### src/rtl/dgf_pkg.sv
package dgf_pkg;
  localparam logic [2:0] CLS_ANY   = 3'd0;
  localparam logic [2:0] CLS_FIRST = 3'd1;
  localparam logic [2:0] CLS_PAIR  = 3'd2;
  localparam logic [2:0] CLS_QUAD  = 3'd3;
  localparam logic [2:0] CLS_PERM  = 3'd4;
  localparam logic [2:0] CLS_BR    = 3'd5;
endpackage

### src/rtl/dgf_slot_fit.sv
module dgf_slot_fit import dgf_pkg::*; #(
  parameter int NB_SLOTS = 4,
  parameter int BR_SLOTS = 2,
  localparam int NSLOT = NB_SLOTS + BR_SLOTS,
  localparam int NB_CW = $clog2(NB_SLOTS + 1),
  localparam int BR_CW = $clog2(BR_SLOTS + 1)
) (
  input  logic [NB_CW-1:0] nb_cnt,
  input  logic [BR_CW-1:0] br_cnt,
  input  logic [2:0]       cls,
  output logic             fits,
  output logic [NB_CW-1:0] nxt_nb,
  output logic [BR_CW-1:0] nxt_br,
  output logic [NSLOT-1:0] place
);
  always_comb begin
    fits   = 1'b0;
    nxt_nb = nb_cnt;
    nxt_br = br_cnt;
    place  = '0;
    case (cls)
      CLS_BR: if (br_cnt < BR_CW'(BR_SLOTS)) begin
        fits   = 1'b1;
        nxt_br = br_cnt + BR_CW'(1);
        for (int i = 0; i < BR_SLOTS; i++)
          if (i == int'(br_cnt)) place[NB_SLOTS+i] = 1'b1;
      end
      CLS_FIRST: if (nb_cnt == '0) begin
        fits     = 1'b1;
        nxt_nb   = NB_CW'(1);
        place[0] = 1'b1;
      end
      CLS_PAIR: if (nb_cnt == '0) begin
        fits     = 1'b1;
        nxt_nb   = NB_CW'(2);
        place[0] = 1'b1;
        place[1] = 1'b1;
      end
      CLS_QUAD: if (nb_cnt == '0) begin
        fits   = 1'b1;
        nxt_nb = NB_CW'(NB_SLOTS);
        for (int i = 0; i < NB_SLOTS; i++) place[i] = 1'b1;
      end
      CLS_PERM: if (nb_cnt < NB_CW'(2)) begin
        fits   = 1'b1;
        nxt_nb = nb_cnt + NB_CW'(1);
        for (int i = 0; i < 2; i++)
          if (i == int'(nb_cnt)) place[i] = 1'b1;
      end
      default: if (nb_cnt < NB_CW'(NB_SLOTS)) begin
        fits   = 1'b1;
        nxt_nb = nb_cnt + NB_CW'(1);
        for (int i = 0; i < NB_SLOTS; i++)
          if (i == int'(nb_cnt)) place[i] = 1'b1;
      end
    endcase
  end
endmodule

### src/rtl/dgf_slot_store.sv
module dgf_slot_store #(
  parameter int NSLOT = 6,
  parameter int TAG_W = 8
) (
  input  logic                   clk,
  input  logic                   rst,
  input  logic                   we,
  input  logic [NSLOT-1:0]       wmask,
  input  logic [TAG_W-1:0]       tag,
  output logic [NSLOT*TAG_W-1:0] tags
);
  for (genvar g = 0; g < NSLOT; g++) begin : g_slot
    always_ff @(posedge clk) begin
      if (rst)                 tags[g*TAG_W +: TAG_W] <= '0;
      else if (we && wmask[g]) tags[g*TAG_W +: TAG_W] <= tag;
    end
  end
endmodule

### src/rtl/dgf_group_reg.sv
module dgf_group_reg #(
  parameter int NSLOT = 6,
  parameter int TAG_W = 8
) (
  input  logic                   clk,
  input  logic                   rst,
  input  logic                   flush,
  input  logic                   load,
  input  logic [NSLOT-1:0]       mask_in,
  input  logic [NSLOT*TAG_W-1:0] tags_in,
  input  logic                   ready,
  output logic                   valid,
  output logic [NSLOT-1:0]       mask,
  output logic [NSLOT*TAG_W-1:0] tags,
  output logic                   free
);
  assign free = !valid || ready;

  always_ff @(posedge clk) begin
    if (rst || flush) begin
      valid <= 1'b0;
      mask  <= '0;
      tags  <= '0;
    end else if (load) begin
      valid <= 1'b1;
      mask  <= mask_in;
      tags  <= tags_in;
    end else if (ready) begin
      valid <= 1'b0;
    end
  end
endmodule

### src/rtl/dispatch_grouper.sv
module dispatch_grouper #(
  parameter int NB_SLOTS = 4,
  parameter int BR_SLOTS = 2,
  parameter int TAG_W    = 8,
  localparam int NSLOT   = NB_SLOTS + BR_SLOTS,
  localparam int NB_CW   = $clog2(NB_SLOTS + 1),
  localparam int BR_CW   = $clog2(BR_SLOTS + 1)
) (
  input  logic                   clk,
  input  logic                   rst,
  input  logic                   flush,
  input  logic                   in_valid,
  output logic                   in_ready,
  input  logic [2:0]             in_class,
  input  logic [TAG_W-1:0]       in_tag,
  output logic                   grp_valid,
  input  logic                   grp_ready,
  output logic [NSLOT-1:0]       grp_mask,
  output logic [NSLOT*TAG_W-1:0] grp_tags
);
  logic [NB_CW-1:0] nb_cnt, cur_nb, new_nb;
  logic [BR_CW-1:0] br_cnt, cur_br, new_br;
  logic             cur_fits, new_fits;
  logic [NSLOT-1:0] cur_place, new_place, bmask;
  logic [NSLOT*TAG_W-1:0] btags, masked_tags;
  logic occupied, br_full, need_new, out_free, accept, seal;

  // placement against the group being built
  dgf_slot_fit #(.NB_SLOTS(NB_SLOTS), .BR_SLOTS(BR_SLOTS)) u_fit_cur (
    .nb_cnt(nb_cnt), .br_cnt(br_cnt), .cls(in_class),
    .fits(cur_fits), .nxt_nb(cur_nb), .nxt_br(cur_br), .place(cur_place));

  // placement into an empty group
  dgf_slot_fit #(.NB_SLOTS(NB_SLOTS), .BR_SLOTS(BR_SLOTS)) u_fit_new (
    .nb_cnt('0), .br_cnt('0), .cls(in_class),
    .fits(new_fits), .nxt_nb(new_nb), .nxt_br(new_br), .place(new_place));

  assign occupied = (nb_cnt != '0) || (br_cnt != '0);
  assign br_full  = (br_cnt == BR_CW'(BR_SLOTS));
  assign need_new = occupied && (br_full || !cur_fits);
  assign in_ready = !flush && (!need_new || out_free);
  assign accept   = in_valid && in_ready;
  assign seal     = !flush && occupied && out_free &&
                    (br_full || !in_valid || !cur_fits);

  for (genvar g = 0; g < NSLOT; g++) begin : g_mask
    if (g < NB_SLOTS) begin : g_nb
      assign bmask[g] = (g < int'(nb_cnt));
    end else begin : g_br
      assign bmask[g] = ((g - NB_SLOTS) < int'(br_cnt));
    end
    assign masked_tags[g*TAG_W +: TAG_W] = bmask[g] ? btags[g*TAG_W +: TAG_W] : '0;
  end

  always_ff @(posedge clk) begin
    if (rst || flush) begin
      nb_cnt <= '0;
      br_cnt <= '0;
    end else if (seal) begin
      nb_cnt <= accept ? new_nb : '0;
      br_cnt <= accept ? new_br : '0;
    end else if (accept) begin
      nb_cnt <= cur_nb;
      br_cnt <= cur_br;
    end
  end

  dgf_slot_store #(.NSLOT(NSLOT), .TAG_W(TAG_W)) u_store (
    .clk(clk), .rst(rst), .we(accept),
    .wmask(seal ? new_place : cur_place), .tag(in_tag), .tags(btags));

  dgf_group_reg #(.NSLOT(NSLOT), .TAG_W(TAG_W)) u_out (
    .clk(clk), .rst(rst), .flush(flush), .load(seal),
    .mask_in(bmask), .tags_in(masked_tags), .ready(grp_ready),
    .valid(grp_valid), .mask(grp_mask), .tags(grp_tags), .free(out_free));

  logic unused_fit;
  assign unused_fit = new_fits;
endmodule

### config.mk
export PLATFORM = sky130hd
export DESIGN_NAME = dispatch_grouper
export DESIGN_NICKNAME = d
export VERILOG_FILES = /design/src/rtl/dgf_pkg.sv /design/src/rtl/dgf_slot_fit.sv /design/src/rtl/dgf_slot_store.sv /design/src/rtl/dgf_group_reg.sv /design/src/rtl/dispatch_grouper.sv
export SDC_FILE = /design/constraint.sdc
export NUM_CORES = 1
export LEC_CHECK = 0
export ABC_AREA = 1
export BUFFER_PORTS_ARGS = -buffer_cell sky130_fd_sc_hd__buf_4
export CAP_MARGIN = 5
export CORE_UTILIZATION = 50
export DETAILED_ROUTE_END_ITERATION = 6
export PLACE_DENSITY = 0.71
export SYNTH_ARGS = -nofsm -noshare
export SYNTH_HDL_FRONTEND = slang
export SYNTH_SLANG_ARGS = --single-unit
### constraint.sdc
create_clock -name clk -period 2.7 [get_ports clk]
set_input_delay 0.27 -clock clk [delete_from_list [all_inputs] [get_ports clk]]
set_output_delay 0.27 -clock clk [all_outputs]
set_load 0.05 [all_outputs]
Word level (Yosys, flattened, before mapping)

Cells that the tools add are included.

Register bits after elaboration: 108
Output and inout port bits: 56
Word-level logic and storage cells: 125
Input bits: 16

Magnitude comparators: 9
Add/sub/neg operators: 2
Muxes and demuxes: 48
Reductions and logical operators: 40
Equal/unequal tests: 15

Operators by type and width:

| cell                                                                        | count |
|---|---|
| 8-bit two-way mux                                                           | 6 |
| 3-bit two-way mux                                                           | 8 |
| 2-bit two-way mux                                                           | 10 |
| 1-bit two-way mux                                                           | 15 |
| 3-bit one-hot mux with 5 select lines                                       | 1 |
| 1-bit logical AND                                                           | 12 |
| 3-bit by 2-bit != test with 1-bit output, second input constant             | 4 |
| 2-bit nonzero test                                                          | 5 |
| 3-bit one-hot mux with 3 select lines                                       | 1 |
| 4-bit two-way mux                                                           | 2 |
| 1-bit logical OR                                                            | 7 |
| 7-bit AND reduction                                                         | 1 |
| 3-bit by 2-bit == test with 1-bit output, second input constant             | 2 |
| 3-bit == test, first input constant                                         | 2 |
| 3-bit == test, second input constant                                        | 2 |
| 3-bit logical NOT                                                           | 2 |
| 1-bit by 3-bit less-than comparator with 1-bit output, first input constant | 2 |
| 2-bit by 3-bit less-than comparator with 1-bit output, first input constant | 2 |
| 6-bit two-way mux                                                           | 1 |
| 6-bit nonzero test                                                          | 1 |
| 1-bit logical NOT                                                           | 5 |
| 1-bit one-hot mux with 5 select lines                                       | 1 |
| 1-bit by 2-bit less-than comparator with 1-bit output, first input constant | 2 |
| 1-bit one-hot mux with 4 select lines                                       | 1 |
| 18 further kinds                                                            | 19 |

Logic depth before layout (Yosys ltp)

Gate-level depths: netlist of run 1.

Depth after elaboration: 12
Gate-level depth with buffers: 14
Mapped depth without buffers: 14

By module

From an unflattened synthesis of run 1, not the netlist that was laid out.

Cells, all modules: 921
Area total of the unflattened synthesis: 6175.9 um^2

By module, submodules not included:

| module           | cells each | instances | area each (um^2) |
|---|---|---|---|
| dgf_group_reg    | 240        | 1         | 2259.7 |
| dgf_slot_store   | 306        | 1         | 1968.1 |
| dgf_slot_fit     | 98         | 2         | 536.8 |
| dispatch_grouper | 179        | 1         | 874.6 |

Worst setup path before layout of run 1

OpenSTA, ideal clock, no wires.

Kind: reg-to-reg
From: register nb_cnt[0]
To: register nb_cnt[1]
Period minus slack after synthesis: 1.952 ns
Arrival: 1.835 ns
Cell stages (with the launch flop): 15
Data required time: 2.583 ns
Setup slack: 0.748 ns
Path through: dfxtp_1 > inv_1 > ha_1 > nand2_1 > inv_2 > nand2_1 > nand2_1 > nor2_2 > nand2_8 > buf_6 > buf_6 > nand3_1 > nand2_1 > nor2_1 > nor2_1

Cells in the longest elaborated chain, start to end: 12

RTL lines:

| item                                                                      | RTL line                                       | text |
|---|---|---|
| start: declaration                                                        | dispatch_grouper.sv:21                         | `logic [NB_CW-1:0] nb_cnt, cur_nb, new_nb;` |
| start signal: assignment                                                  | dispatch_grouper.sv:60                         | `nb_cnt <= accept ? new_nb : '0;` |
| start signal: assignment                                                  | dispatch_grouper.sv:63                         | `nb_cnt <= cur_nb;` |
| 3-bit less-than comparator, or another cell as far along                  | dgf_slot_fit.sv:50                             | `default: if (nb_cnt < NB_CW'(NB_SLOTS)) begin` |
| 1-bit two-way mux (on tied branches)                                      | --                                             |  |
| 1-bit one-hot mux with 3 select lines                                     | dgf_slot_fit.sv:21                             | `case (cls)` |
| 1-bit logical NOT                                                         | dispatch_grouper.sv:40, dispatch_grouper.sv:44 |  |
| 1-bit logical OR                                                          | dispatch_grouper.sv:40                         | `assign need_new = occupied && (br_full \|\| !cur_fits);` |
| 1-bit logical AND                                                         | dispatch_grouper.sv:40                         |  |
| 1-bit logical NOT                                                         | dispatch_grouper.sv:41                         | `assign in_ready = !flush && (!need_new \|\| out_free);` |
| 1-bit logical OR                                                          | dispatch_grouper.sv:41                         |  |
| 1-bit logical AND                                                         | dispatch_grouper.sv:41                         |  |
| 1-bit logical AND                                                         | dispatch_grouper.sv:42                         | `assign accept = in_valid && in_ready;` |
| 2-bit nonzero test (no line) / 3-bit two-way mux (equally long branches)  | --                                             |  |
| 7-bit AND reduction (no line) / 3-bit two-way mux (equally long branches) | --                                             |  |

Several ways; a longest one is shown, not always the timed one. The select of a mux whose other input is x is not followed.
A chain may end at the register's enable or synchronous reset.

Worst setup path after layout of run 1

From: register nb_cnt[0]
To: register u_store.tags[21]

Cells in the longest elaborated chain, start to end: 11

RTL lines:

| item                                                     | RTL line                                       | text |
|---|---|---|
| 3-bit less-than comparator, or another cell as far along | dgf_slot_fit.sv:50                             |  |
| 1-bit two-way mux (on tied branches)                     | --                                             |  |
| 1-bit one-hot mux with 3 select lines                    | dgf_slot_fit.sv:21                             |  |
| 1-bit logical NOT                                        | dispatch_grouper.sv:40, dispatch_grouper.sv:44 |  |
| 1-bit logical OR                                         | dispatch_grouper.sv:40                         |  |
| 1-bit logical AND                                        | dispatch_grouper.sv:40                         |  |
| 1-bit logical NOT                                        | dispatch_grouper.sv:41                         |  |
| 1-bit logical OR                                         | dispatch_grouper.sv:41                         |  |
| 1-bit logical AND                                        | dispatch_grouper.sv:41                         |  |
| 1-bit logical AND                                        | dispatch_grouper.sv:42                         |  |
| 1-bit logical AND *                                      | dgf_slot_store.sv:15                           | `else if (we && wmask[g]) tags[g*TAG_W +: TAG_W] <= tag;` |
| end signal: indexed assignment                           | dgf_slot_store.sv:15                           |  |
| end: declaration                                         | dgf_slot_store.sv:10                           | `output logic [NSLOT*TAG_W-1:0] tags` |

Mark *: on every way between the ends. The rest lies on a longest branch, timed or not.

==> results of run 1 <==
==> path summary, 6_finish.rpt <==
check        cells after the start          endpoint       startpoint
max                             13  u_store.tags[21]        nb_cnt[0]
min                              3  u_store.tags[32]        in_tag[0]
max reg2reg                     13  u_store.tags[21]        nb_cnt[0]
min reg2reg                      2     u_out.tags[7]  u_store.tags[7]
==> synth_stat cells <==
library cell,number,area (µm²)
sky130_fd_sc_hd__buf_1,3,11.3
sky130_fd_sc_hd__o21ai_0,21,105
sky130_fd_sc_hd__nor3_1,2,10.0
sky130_fd_sc_hd__dfxtp_1,108,2160
sky130_fd_sc_hd__nand2_8,1,20.0
sky130_fd_sc_hd__inv_2,7,26.3
sky130_fd_sc_hd__clkinv_1,1,3.75
sky130_fd_sc_hd__nand3_4,2,35.0
sky130_fd_sc_hd__buf_6,8,90.1
sky130_fd_sc_hd__buf_4,1,7.51
sky130_fd_sc_hd__nor2_1,109,409
sky130_fd_sc_hd__nand2_2,9,56.3
sky130_fd_sc_hd__o21ai_1,10,50.1
sky130_fd_sc_hd__inv_1,42,158
sky130_fd_sc_hd__buf_2,6,30.0
sky130_fd_sc_hd__o21ai_2,3,26.3
sky130_fd_sc_hd__nand2_4,2,22.5
sky130_fd_sc_hd__nand2_1,136,510
sky130_fd_sc_hd__a21oi_1,13,65.1
sky130_fd_sc_hd__nor2_4,6,67.6
sky130_fd_sc_hd__ha_1,9,113
sky130_fd_sc_hd__nand4_1,33,206
sky130_fd_sc_hd__o22ai_1,1,6.26
sky130_fd_sc_hd__nand4_4,1,21.3
sky130_fd_sc_hd__nand3_2,5,50.1
sky130_fd_sc_hd__nand3_1,80,400
sky130_fd_sc_hd__nor2_2,4,25.0
sky130_fd_sc_hd__nor2_8,1,20.0
sky130_fd_sc_hd__clkbuf_1,9,33.8
==> sequential cells by signal, indices dropped and copies added (netlist names) <==
| name | count |
|---|---|
| u_out.valid | 1 |
| u_out.tags | 48 |
| nb_cnt | 3 |
| u_store.tags | 48 |
| u_out.mask | 6 |
| br_cnt | 2 |
==> layer usage <==
metal / global-route usage [%] / up-vias / share of wire (%)
li1: - / 2179 / -
met1: 32.1 / 1962 / 47
met2: 41.8 / 111 / 46
met3: 4.01 / 20 / 4.6
met4: 8.37 / 0 / 2.2
met5: 0 / - / 0
==> logic make-up (layout without fill, tap and decap cells) <==
family	Yosys count	count (layout)
and+or+nand+nor	391	391
DFF	108	108
buffers and inverters	77	143
AOI/OAI and AO/OA	48	48
adders and majority gates	9	9
==> stage by stage <==
| stage | utilization [%] | hold slack, ns | instances | cell area (µm²) |
|---|---|---|---|---|
| after floorplan | - | 0.405 | 633 | 4740 |
| after global placement | 57.6 | 0.445 | 795 | 5300 |
| after detailed placement | 57.6 | 0.455 | 795 | 5300 |
| after CTS | 59.6 | 0.122 | 810 | 5490 |
| after global routing | 59.7 | 0.134 | 810 | 5490 |
| final | 59.7 | 0.123 | 810 | 5490 |
==> layout by cell type (no fill, tap or decap) <==
| cell type | Yosys | routed |
|---|---|---|
| sky130_fd_sc_hd__a21oi_1 | 13 | 13 |
| sky130_fd_sc_hd__buf_4 | 1 | 78 |
| sky130_fd_sc_hd__clkbuf_8 | 0 | 10 |
| sky130_fd_sc_hd__clkinv_1 | 1 | 1 |
| sky130_fd_sc_hd__clkinv_4 | 0 | 3 |
| sky130_fd_sc_hd__dfxtp_1 | 108 | 108 |
| sky130_fd_sc_hd__ha_1 | 9 | 9 |
| sky130_fd_sc_hd__inv_1 | 42 | 42 |
| sky130_fd_sc_hd__inv_2 | 7 | 7 |
| sky130_fd_sc_hd__inv_6 | 0 | 1 |
| sky130_fd_sc_hd__inv_8 | 0 | 1 |
| sky130_fd_sc_hd__nand2_1 | 136 | 136 |
| sky130_fd_sc_hd__nand2_2 | 9 | 9 |
| sky130_fd_sc_hd__nand2_4 | 2 | 2 |
| sky130_fd_sc_hd__nand2_8 | 1 | 1 |
| sky130_fd_sc_hd__nand3_1 | 80 | 80 |
| sky130_fd_sc_hd__nand3_2 | 5 | 5 |
| sky130_fd_sc_hd__nand3_4 | 2 | 2 |
| sky130_fd_sc_hd__nand4_1 | 33 | 33 |
| sky130_fd_sc_hd__nand4_4 | 1 | 1 |
| sky130_fd_sc_hd__nor2_1 | 109 | 108 |
| sky130_fd_sc_hd__nor2_2 | 4 | 3 |
| sky130_fd_sc_hd__nor2_4 | 6 | 8 |
| sky130_fd_sc_hd__nor2_8 | 1 | 1 |
| sky130_fd_sc_hd__nor3_1 | 2 | 2 |
| sky130_fd_sc_hd__o21ai_0 | 21 | 21 |
| sky130_fd_sc_hd__o21ai_1 | 10 | 10 |
| sky130_fd_sc_hd__o21ai_2 | 3 | 3 |
| sky130_fd_sc_hd__o22ai_1 | 1 | 1 |
==> cell type report <==
cell class | instances | area (µm²) | share of cell area, %
Clock buffer | 10 | 138 | 2.51
Inverter | 50 | 188 | 3.42
Clock inverter | 5 | 46.3 | 0.843
Sequential cell | 108 | 2160 | 39.4
Tap cell | 111 | 139 | 2.53
Timing Repair Buffer | 78 | 586 | 10.7
Multi-Input combinational cell | 448 | 2230 | 40.7
==> power groups by stage <==
stage	sequential, mW	combinational [mW]	clock (mW)
after floorplan	1.68	0.236	0
after global placement	1.69	0.310	0
after detailed placement	1.69	0.318	0
after CTS	1.65	0.319	0.960
after global routing	1.65	0.361	1.03
final	1.65	0.322	0.956
==> what timing repair did <==
action / 4_1_cts / 5_1_grt
hold endpoints to repair: 0 / 0
setup endpoints to repair: 0 / 2
hold buffers: 0 / 0
gates resized for setup: 0 / 1
==> tightest hold or removal path: cells and delay by family <==
| kind | cells | cell delay (ns) |
|---|---|---|
| simple gates | 2 | 0.12 |
| buf+inv | 1 | 0.09 |
==> impl_summary.txt, run 1 <==
----------------------------------------------------
[CTS]
  CTS H-tree lvls ... 3
  TritonCTS Buffers ... 9
  Post-CTS setup-driven buffer insertion count ... 0
  Clock tree from TritonCTS ... yes
  Clock Root Buffer ... sky130_fd_sc_hd__clkbuf_8
  Source-to-sink clock delay at the later pin of the worst-skew pair ... 0.38 ns
  Maximum clock path buffer count ... 2
  Post-CTS clock slew at the launch and capture registers of the worst setup and hold paths ... 0.11 ns
  Clock tree sinks ... 108

[Final layout]
  Count of fill cells added during filler insertion ... 887
  Number of nets in the layout ... 720
  Area growth from synthesis to layout ... 15.8%
  Ant. Diodes ... 0
  Fraction of final layout cells sized beyond drive strength 1 ... 19.3%

[Synthesis]
  Synth Area in XOR/XNOR ... 0%
  Adder and majority gate portion of the synthesized area ... 2.37%
  Count of mapped cells out of synthesis ... 633
  Portion of the post-synthesis area used by sequential elements ... 45.6%
  Basic-gate share of the synthesized area counting and, or, nand and nor cells ... 39.1%
  Mean Syn Cell Area ... 7.49 µm²
  Compound-gate portion of the synthesized area ... 5.33%
  Synthesized net count ... 658
  Total of flip-flops plus latches after synthesis ... 108
  Netlist cell types ... 29
  Dominant combinational cell family by area after synthesis ... simple AND/OR/NAND/NOR gates
  Synthesis Warnings ... 0
  Total standard cell area after synthesis ... 4740 µm²
  Share of synthesized area spent on multiplexers ... 0%

[Floorplanning]
  Die span in x ... 99.4 µm
  FP Rows ... 35
  Die H ... 99.4 µm
  Core Region ... 9200 µm²
  Starting Density ... 51.6%
  Number of top-level design ports ... 72
  Die ar. ... 9880 µm²

[Setup path]
  Critical Path Sink Type ... register
  Worst Path Class, Setup ... reg -> reg
  Critical Path AT ... 2.73 ns
  Cell with the most instances on the worst path ... sky130_fd_sc_hd__nand2_1
  Kind of cell adding the most delay to the critical path ... simple AND/OR/NAND/NOR gates
  Slowest CP cell ... sky130_fd_sc_hd__dfxtp_1
  Buffers & Inverters on Critical Path ... 2
  Delay of the slowest cell on the worst path ... 0.50 ns
  Required time of the critical path ... 3.01 ns
  FF-to-FF setup slack ... 0.28 ns
  Worst path cell trace ... inv_1, ha_1, nand2_1, inv_2, nand2_1, nand3_2, nand3_4, nand2_8, nand2_2, nand2_1, nor2_4, nor2_1, nor2_1
  Crit path launch type ... register
  Max FO, Critical Path ... 46

[Route]
  Avg Vias per Cell ... 5.27
  Number of antenna-violating nets in the routed design ... 0
  First DRT Iteration DRCs ... 214
  Average wire per cell in the routed design ... 14.1 µm
  DRC violations left ... 0
  Routed wire length ... 11400 µm
  Drt pass-1 iters ... 5
  DR vias ... 4272

[Pwr]
  Power density normalized to cell area ... 533 nW/µm²
  Leakage dissipation ... 2.52 nW
  Power consumption ... 2.93 mW
  Sequential power share ... 56.4%
  Gate power share ... 11.0%
  Sw Pwr ... 0.832 mW
  Sw Share ... 28.4%
  Clock group share of total power ... 32.7%
  Maximum ir drop on the vdd rail ... 293 µV
  Cell internal pwr ... 2.09 mW

[Global route]
  Global Route Usage Sum ... 24.7%
  Number of global-route vias before repair ... 4053
  Largest net degree at the start of global routing ... 53
  Total grt overflow ... 0
  Wire length of the first global-routing pass ... 19200 µm
  Number of antenna violations at the first check in global routing ... 0

[Timing]
  Timing-limited maximum frequency ... 413 MHz
  Final Slew Violations ... 0
  Final Cycle Share ... 89.6%
  Skew final ... 0.0105 ns
  Number of hold-slack violations in the final timing report ... 0
  Worst relative slew slack ... 62.8%
  Post-route setup slack ... 0.280 ns
  RSZ-0062 raised after global routing ... false
  Measured slew at the worst slew-check pin ... 0.558 ns
  Post-layout minimum cycle time ... 2.42 ns
  Setup tns final ... 0 ns
  Total of endpoints with negative setup slack in the final report ... 0

[Place]
  Number of port buffers ... 71
  HPWL after DPL ... 8020 µm
  Pre-CTS setup slack ... 0.294 ns
  RePlAce Congestion ... 0.898

[Status]
  Result of the run ... finished, final reports clean

[Job]
  # Max-Cap Violations ... 0

[Hold path]
  Tightest Hold Check Type ... in -> reg

----------------------------------------------------
Note: power is estimated with default switching activity, not from simulation.
==> run 2: changes to the inputs <==
- PLACE_DENSITY: 0.71 -> default
- PLACE_DENSITY_LB_ADDON: default -> 0.12
- clock period: 2.7 -> 2.2 ns (I/O delays scaled with it)
==> run 2 against run 1 <==
Design area increased by 2.3%. Worst hold slack got worse by 0.050 ns. First-iteration DRC count increased by 34%. Sequential share of layout area decreased by 0.86 points. Core utilization increased by 1.4 points. Global-route usage increased by 0.65 points. Power increased by 26%. Cell count increased by 1.2%. Non-clock buffer count increased by 10.
==> impl_summary.txt, run 2 (synthesis gave the netlist of run 1 again) <==
----------------------------------------------------
[CTS]
  Source-to-sink clock delay at the later pin of the worst-skew pair ... 0.38 ns (about the same)
  CTS H-tree lvls ... 3 (unchanged)
  Clock Root Buffer ... sky130_fd_sc_hd__clkbuf_8
  Clock tree from TritonCTS ... yes
  Clock tree sinks ... 108 (unchanged)
  Number of buffers inserted by hold repair at cts ... 0 (unchanged)
  Maximum clock path buffer count ... 2 (unchanged)
  Post-CTS clock slew at the launch and capture registers of the worst setup and hold paths ... 0.10 ns (about the same)
  TritonCTS Buffers ... 9 (unchanged)

[Place]
  Placed cell count ... 804 (+1.1%)
  Number of port buffers ... 71 (unchanged)
  RePlAce Congestion ... 0.945 (+5.1%)
  Pre-CTS setup slack ... 0.0779 ns (-0.216 ns)
  HPWL after DPL ... 8340 µm (+3.9%)

[Pwr]
  Power density normalized to cell area ... 659 nW/µm² (+24%)
  Maximum ir drop on the vdd rail ... 276 µV (-5.9%)
  Leakage dissipation ... 2.58 nW (+2.6%)

[Route]
  DR vias ... 4291 (+0.44%)
  Routed wire length ... 11600 µm (+2.0%)
  Avg Vias per Cell ... 5.23 (-0.78%)
  Drt pass-1 iters ... 5 (unchanged)
  Average wire per cell in the routed design ... 14.2 µm (+0.73%)
  First DRT Iteration DRCs ... 287 (+34%)
  Number of antenna-violating nets in the routed design ... 0 (unchanged)
  DRC violations left ... 0 (unchanged)

[Floorplanning]
  Core Region ... 9200 µm² (unchanged)
  Number of top-level design ports ... 72 (unchanged)
  Die ar. ... 9880 µm² (unchanged)
  Die H ... 99.4 µm (unchanged)
  Die span in x ... 99.4 µm (unchanged)
  Starting Density ... 51.6% (unchanged)
  FP Rows ... 35 (unchanged)

[Timing]
  Final Cycle Share ... 92.8%
  RSZ-0062 raised after global routing ... true
  Post-layout minimum cycle time ... 2.04 ns
  Final Slew Violations ... 0 (unchanged)
  Skew final ... 0.0177 ns (+0.00727 ns)
  Worst relative slew slack ... 68.0% (+5.2 points)
  Setup tns final ... 0 ns (unchanged)
  Total of endpoints with negative setup slack in the final report ... 0 (unchanged)
  Measured slew at the worst slew-check pin ... 0.480 ns (-0.0783 ns)
  Post-route setup slack ... 0.159 ns (-0.122 ns)
  Timing-limited maximum frequency ... 490 MHz
  Number of hold-slack violations in the final timing report ... 0 (unchanged)

[Final layout]
  Count of fill cells added during filler insertion ... 883 (-0.45%)
  Biggest regs ... u_out.tags: 48 flops, u_store.tags: 48 flops, u_out.mask: 6 flops
  Sequential cell area ... 2160 µm² (about the same)
  Ant. Diodes ... 0 (unchanged)
  Fraction of final layout cells sized beyond drive strength 1 ... 20.6% (+1.3 points)
  Area occupied by multi-input gates ... 2240 µm² (+0.45%)
  Number of nets in the layout ... 730 (+1.4%)
  Final Instance Count excl. Fillers ... 820 (+1.2%)
  Area growth from synthesis to layout ... 18.4%
  Commonest non-fill, non-tap cells in the layout ... 136 x sky130_fd_sc_hd__nand2_1, 108 x sky130_fd_sc_hd__nor2_1, 107 x sky130_fd_sc_hd__dfxtp_1, 87 x sky130_fd_sc_hd__buf_4, 80 x sky130_fd_sc_hd__nand3_1
  Most common cell after layout, fill and taps aside ... sky130_fd_sc_hd__nand2_1

[Setup path]
  Worst Path Class, Setup ... reg -> out
  Max FO, Critical Path ... 4 (-91%)
  Critical Path Sink Type ... primary output
  Crit path launch type ... register
  Slowest CP cell ... sky130_fd_sc_hd__dfxtp_2
  Kind of cell adding the most delay to the critical path ... simple AND/OR/NAND/NOR gates
  Required time of the critical path ... 1.98 ns (-1.03 ns)
  Worst path cell trace ... inv_1, ha_1, nand2_1, inv_2, nand2_1, nand3_2, nand2_2, nand2_4, nand2_1, inv_1, buf_4
  Cell with the most instances on the worst path ... sky130_fd_sc_hd__nand2_1
  Critical Path AT ... 1.82 ns (-0.91 ns)
  Delay of the slowest cell on the worst path ... 0.37 ns (-0.13 ns)
  Buffers & Inverters on Critical Path ... 4 (+2)

[Global route]
  Layer with the highest usage after global routing ... met2
  Met3 track demand over resource in global routing ... 3.23% (-0.77 points)
  Total grt overflow ... 0 (unchanged)
  Global Route Usage Sum ... 25.3% (+0.65 points)
  Wire length of the first global-routing pass ... 19500 µm (+1.7%)
  Largest net degree at the start of global routing ... 49 (-7.5%)
  GR Util met2 ... 42.6% (+0.80 points)
  Number of antenna violations at the first check in global routing ... 0 (unchanged)
  Global routing usage on met1 ... 33.5% (+1.4 points)
  Number of global-route vias before repair ... 3947 (-2.6%)

[Job]
  # Max-Cap Violations ... 0 (unchanged)

[Status]
  Result of the run ... finished, final reports clean

[Hold path]
  Tightest Hold Check Type ... in -> reg

----------------------------------------------------
-- run 2: area by class of cell --
cell class / count / share of cell area [%]
clock buffers: 9 / 2.21
clock inverters: 6 / 1.49
inverters: 50 / 3.39
multi-input cells: 448 / 39.9
flip-flops and latches: 108 / 38.5
well taps: 111 / 2.47
repair buffers: 88 / 12.0
-- run 2: layer usage --
metal  up-vias  part of all wire [%]
met1      1958                    46
met3        16                   4.6
met5         -                     0
met4         0                   1.9
li1       2201                     -
met2       116                    48
-- run 2: power by group --
part           switching [mW]  internal [mW]  total, mW  leakage, nW
sequential             0.0228           2.00       2.02        0.874
clock                   0.720          0.546       1.27        0.105
combinational           0.286          0.125      0.411         1.60
-- run 2: worst reg2reg max path, cell delays in order, from the launching register on --
cell and delay (ns):
sky130_fd_sc_hd__dfxtp_2 0.37, sky130_fd_sc_hd__inv_1 0.08, sky130_fd_sc_hd__ha_1 0.19, sky130_fd_sc_hd__nand2_1 0.09, sky130_fd_sc_hd__inv_2 0.05, sky130_fd_sc_hd__nand2_1 0.10
sky130_fd_sc_hd__nand3_2 0.13, sky130_fd_sc_hd__nand3_4 0.14, sky130_fd_sc_hd__nand2_8 0.14, sky130_fd_sc_hd__nand2_2 0.19, sky130_fd_sc_hd__nand2_1 0.11, sky130_fd_sc_hd__nor2_4 0.20
sky130_fd_sc_hd__nor2_1 0.06, sky130_fd_sc_hd__nor2_1 0.11
-- run 2: metrics by stage --
stage | power (mW) | utilization (%) | cell area (µm²) | hold slack (ns)
final | 3.70 | 61.1 | 5620 | 0.0731
after global routing | 3.85 | 61.1 | 5620 | 0.0784
after CTS | 3.72 | 60.6 | 5580 | 0.0707
after detailed placement | 2.47 | 58.4 | 5370 | 0.454
after global placement | 2.46 | 58.4 | 5370 | 0.447
after floorplan | 2.35 | - | 4740 | 0.355
-- run 2: path summary, 6_finish.rpt --
check | from | to | slack (ns) | depth (start not counted)
min reg2reg | u_store.tags[12] | u_out.tags[12] | 0.47 | 2
min | in_tag[2] | u_store.tags[34] | 0.07 | 3
max reg2reg | nb_cnt[1] | u_store.tags[18] | 0.19 | 13
max | nb_cnt[1] | in_ready | 0.16 | 11
-- run 2: what timing repair did --
| action | 4_1_cts | 5_1_grt |
|---|---|---|
| hold endpoints to repair | 0 | 0 |
| gates resized for setup | 0 | 6 |
| setup endpoints to repair | 0 | 87 |
| buffers inserted | 0 | 1 |
==> run 3: changes to the inputs <==
- ABC_AREA: 1 -> default
- PLACE_DENSITY: default -> 0.83
- PLACE_DENSITY_LB_ADDON: 0.12 -> default
==> run 3 against run 2 <==
The run now ends with negative setup slack left. Global-route usage rose by 0.14 points. Sequential power barely moved. Clock power barely moved. Non-clock buffer count rose by 43. Core utilization rose by 12 points. First-iteration DRC count fell by 16%. Critical endpoint is now nb_cnt[1].
==> impl_summary.txt, run 3 <==
----------------------------------------------------
[Pwr]
  Cell internal pwr ... 2.60 mW (-2.5%)
  Power density normalized to cell area ... 572 nW/µm² (-13%)
  Maximum ir drop on the vdd rail ... 418 µV (+51%)
  Leakage dissipation ... 2.53 nW (-2.1%)
  Sw Pwr ... 1.03 mW (+0.38%)
  Power consumption ... 3.64 mW (-1.7%)
  Sequential power share ... 54.7% (about the same)
  Clock group share of total power ... 34.5% (+0.3 points)
  Sw Share ... 28.4% (+0.58 points)
  Gate power share ... 10.8% (-0.3 points)

[Synthesis]
  Count of mapped cells out of synthesis ... 468 (-26%)
  Portion of the post-synthesis area used by sequential elements ... 48.0% (+2.4 points)
  Synthesis Warnings ... 0 (unchanged)
  Basic-gate share of the synthesized area counting and, or, nand and nor cells ... 18.0% (-21 points)
  Post-synth EDFFs ... 0 (unchanged)
  Synth top area cells ... sky130_fd_sc_hd__dfxtp_1 48%, sky130_fd_sc_hd__mux2i_1 7.1%, sky130_fd_sc_hd__a21oi_1 6.2%
  Total standard cell area after synthesis ... 4510 µm² (-5.0%)
  Synth Area in XOR/XNOR ... 0% (unchanged)
  Adder and majority gate portion of the synthesized area ... 2.50% (+0.12 points)
  Commonest cells post-synth ... 108 x sky130_fd_sc_hd__dfxtp_1, 56 x sky130_fd_sc_hd__a21oi_1, 44 x sky130_fd_sc_hd__nand2b_1
  Most frequent cell after synthesis ... sky130_fd_sc_hd__dfxtp_1
  Post-synth ARST share ... 0% (unchanged)
  Synthesized net count ... 493 (-25%)
  Dominant combinational cell family by area after synthesis ... compound AO/OA/AOI/OAI gates
  Share of synthesized area spent on multiplexers ... 7.61% (+7.6 points)
  Area share of the largest cell type after synthesis ... 48.0% (+2.4 points)
  Compound-gate portion of the synthesized area ... 20.1% (+15 points)
  Leading register cell type out of synthesis ... sky130_fd_sc_hd__dfxtp_1
  Total of flip-flops plus latches after synthesis ... 108 (unchanged)
  Netlist cell types ... 53 (+83%)
  Largest area contributor in the synthesized netlist ... sky130_fd_sc_hd__dfxtp_1
  Mean Syn Cell Area ... 9.63 µm² (+29%)

[Setup path]
  Delay of the slowest cell on the worst path ... 0.66 ns (+0.29 ns)
  Startpoint of the lowest-slack register-to-register path ... br_cnt[1]
  Kind of cell adding the most delay to the critical path ... compound AO/OA/AOI/OAI gates
  Slowest CP cell ... sky130_fd_sc_hd__a2111oi_2
  Critical Path Sink Type ... register
  Crit path launch type ... register
  Critical Path AT ... 2.80 ns (+0.98 ns)
  Worst path cell trace ... nor2b_1, o22ai_1, a221o_4, a211oi_4, buf_6, buf_4, a2111oi_2, a31o_2
  Crit path launch ... br_cnt[1]
  Required time of the critical path ... 2.53 ns (+0.55 ns)
  Worst Path Class, Setup ... reg -> reg
  Buffers & Inverters on Critical Path ... 2 (-2)
  Max FO, Critical Path ... 5 (+1)

[Timing]
  Number of hold-slack violations in the final timing report ... 0 (unchanged)
  Worst relative slew slack ... 49.3% (-19 points)
  Timing-limited maximum frequency ... 405 MHz (-17%)
  Final Slew Violations ... 0 (unchanged)
  Setup tns final ... -7.48 ns (-7.48 ns)
  Total of endpoints with negative setup slack in the final report ... 105 (+105)
  RSZ-0062 raised after global routing ... true
  Measured slew at the worst slew-check pin ... 0.759 ns (+0.279 ns)
  Final Cycle Share ... 112% (+19 points)
  Post-layout minimum cycle time ... 2.47 ns (+0.426 ns)
  Hold Slack ... 0.116 ns (+0.0428 ns)
  Skew final ... 0.0185 ns (+0.000731 ns)
  Post-route setup slack ... -0.267 ns (-0.426 ns)

[Global route]
  Wire length of the first global-routing pass ... 19300 µm (-1.3%)
  Number of global-route vias before repair ... 3857 (-2.3%)
  Total grt overflow ... 0 (unchanged)
  Number of antenna violations at the first check in global routing ... 0 (unchanged)
  Largest net degree at the start of global routing ... 58 (+18%)
  Global Route Usage Sum ... 25.5% (+0.14 points)

[Final layout]
  Fraction of final layout cells sized beyond drive strength 1 ... 38.9% (+18 points)
  Number of nets in the layout ... 604 (-17%)
  Count of fill cells added during filler insertion ... 549 (-38%)
  Post-Layout Inst Area ... 6360 µm² (+13%)
  Sequential cell area ... 2170 µm² (+0.17%)
  Commonest non-fill, non-tap cells in the layout ... 108 x sky130_fd_sc_hd__buf_4, 106 x sky130_fd_sc_hd__dfxtp_1, 44 x sky130_fd_sc_hd__nand2b_1, 33 x sky130_fd_sc_hd__nand2_1, 32 x sky130_fd_sc_hd__mux2i_1
  Ant. Diodes ... 0 (unchanged)
  Area occupied by multi-input gates ... 2600 µm² (+16%)
  Most common cell after layout, fill and taps aside ... sky130_fd_sc_hd__buf_4
  Biggest regs ... u_out.tags: 48 flops, u_store.tags: 48 flops, u_out.mask: 6 flops
  Area growth from synthesis to layout ... 41.1%

[Hold path]
  Tightest Hold Check Type ... in -> reg
  Min-Delay Startpoint ... in_tag[0]

[Floorplanning]
  Starting Density ... 51.7% (+0.10 points)
  Die span in x ... 96.9 µm (-2.5%)
  Number of top-level design ports ... 72 (unchanged)
  Core Region ... 8720 µm² (-5.2%)
  Die H ... 96.9 µm (-2.5%)
  FP Rows ... 34 (-2.9%)
  Die ar. ... 9390 µm² (-4.9%)

[CTS]
  Maximum clock path buffer count ... 2 (unchanged)
  Clock tree sinks ... 108 (unchanged)
  Clock tree from TritonCTS ... yes
  Clock Root Buffer ... sky130_fd_sc_hd__clkbuf_8
  TritonCTS Buffers ... 9 (unchanged)
  Post-CTS clock slew at the launch and capture registers of the worst setup and hold paths ... 0.12 ns (+0.02 ns)
  Source-to-sink clock delay at the later pin of the worst-skew pair ... 0.38 ns (about the same)
  CTS H-tree lvls ... 3 (unchanged)

[Place]
  Number of port buffers ... 71 (unchanged)
  HPWL after DPL ... 8030 µm (-3.6%)
  Pre-CTS setup slack ... -0.153 ns (-0.231 ns)
  Cell Area, Placed ... 5460 µm² (+1.6%)
  RePlAce Congestion ... 1.00 (+6.2%)

[Route]
  DR vias ... 4207 (-2.0%)
  Drt pass-1 iters ... 6 (+1)
  Average wire per cell in the routed design ... 19.6 µm (+38%)
  Number of antenna-violating nets in the routed design ... 0 (unchanged)
  First DRT Iteration DRCs ... 241 (-16%)
  Avg Vias per Cell ... 6.08 (+16%)
  DRC violations left ... 0 (unchanged)
  Routed wire length ... 13500 µm (+17%)

[Job]
  # Max-Cap Violations ... 0 (unchanged)

[Status]
  Result of the run ... finished with violations
  Violated checks ... negative setup slack

----------------------------------------------------
run 3: cell type report:
| type | count | share of cell area, % |
|---|---|---|
| Inverter | 6 | 0.433 |
| Clock buffer | 9 | 1.95 |
| Multi-Input combinational cell | 323 | 40.9 |
| Sequential cell | 108 | 34.1 |
| Tap cell | 108 | 2.13 |
| Timing Repair Buffer | 131 | 19.3 |
| Clock inverter | 7 | 1.26 |
run 3: worst reg2reg max path: cells and delay by family, from the launching register on:
kind | cells | cell delay [ns]
and+or+nand+nor | 1 | 0.07
AOI/OAI and AO/OA | 5 | 1.63
DFF | 1 | 0.42
buffers and inverters | 2 | 0.28
run 3: logic make-up (layout without fill, tap and decap cells):
logic type	Yosys count	in the layout
AND/OR/NAND/NOR	150	150
adder cells (fa/ha/maj)	9	9
buffers and inverters	37	153
AO/OA/AOI/OAI	130	130
multiplexers	34	34
flip-flops	108	108
run 3: path summary, 6_finish.rpt:
check | end | slack, ns | cells after the start
worst min register to register | u_out.mask[1] | 0.46 | 1
worst min-delay path | u_store.tags[32] | 0.12 | 3
worst max-delay path | nb_cnt[1] | -0.27 | 8
worst max register to register | nb_cnt[1] | -0.27 | 8
run 3: metal layers:
layer	global-route usage [%]	share of wire, %	wire, µm
met1	33.1	41	5560
met3	4.41	6.0	817
met2	41.7	49	6690
met5	0	0	0
met4	11.0	3.5	480
run 3: stage by stage:
stage,utilization (%),std cells
floorplan,-,468
global placement,62.6,658
detailed placement,62.6,658
CTS,66.0,676
global route,72.9,692
finish,72.9,692
run 3: power by group through the flow:
stage	combinational (mW)	sequential, mW	clock [mW]
after detailed placement	0.298	2.03	0
after CTS	0.310	1.99	1.24
final	0.394	1.99	1.25
after global routing	0.413	1.99	1.34
after floorplan	0.177	2.03	0
after global placement	0.291	2.03	0
run 3: what timing repair did:
action,CTS,global route
endpoints found under the hold margin,0,0
cloned,0,7
hold buffers,0,0
buffers inserted,4,13
setup endpoints to repair,105,108
gates resized for setup,12,78
pin swaps,8,53
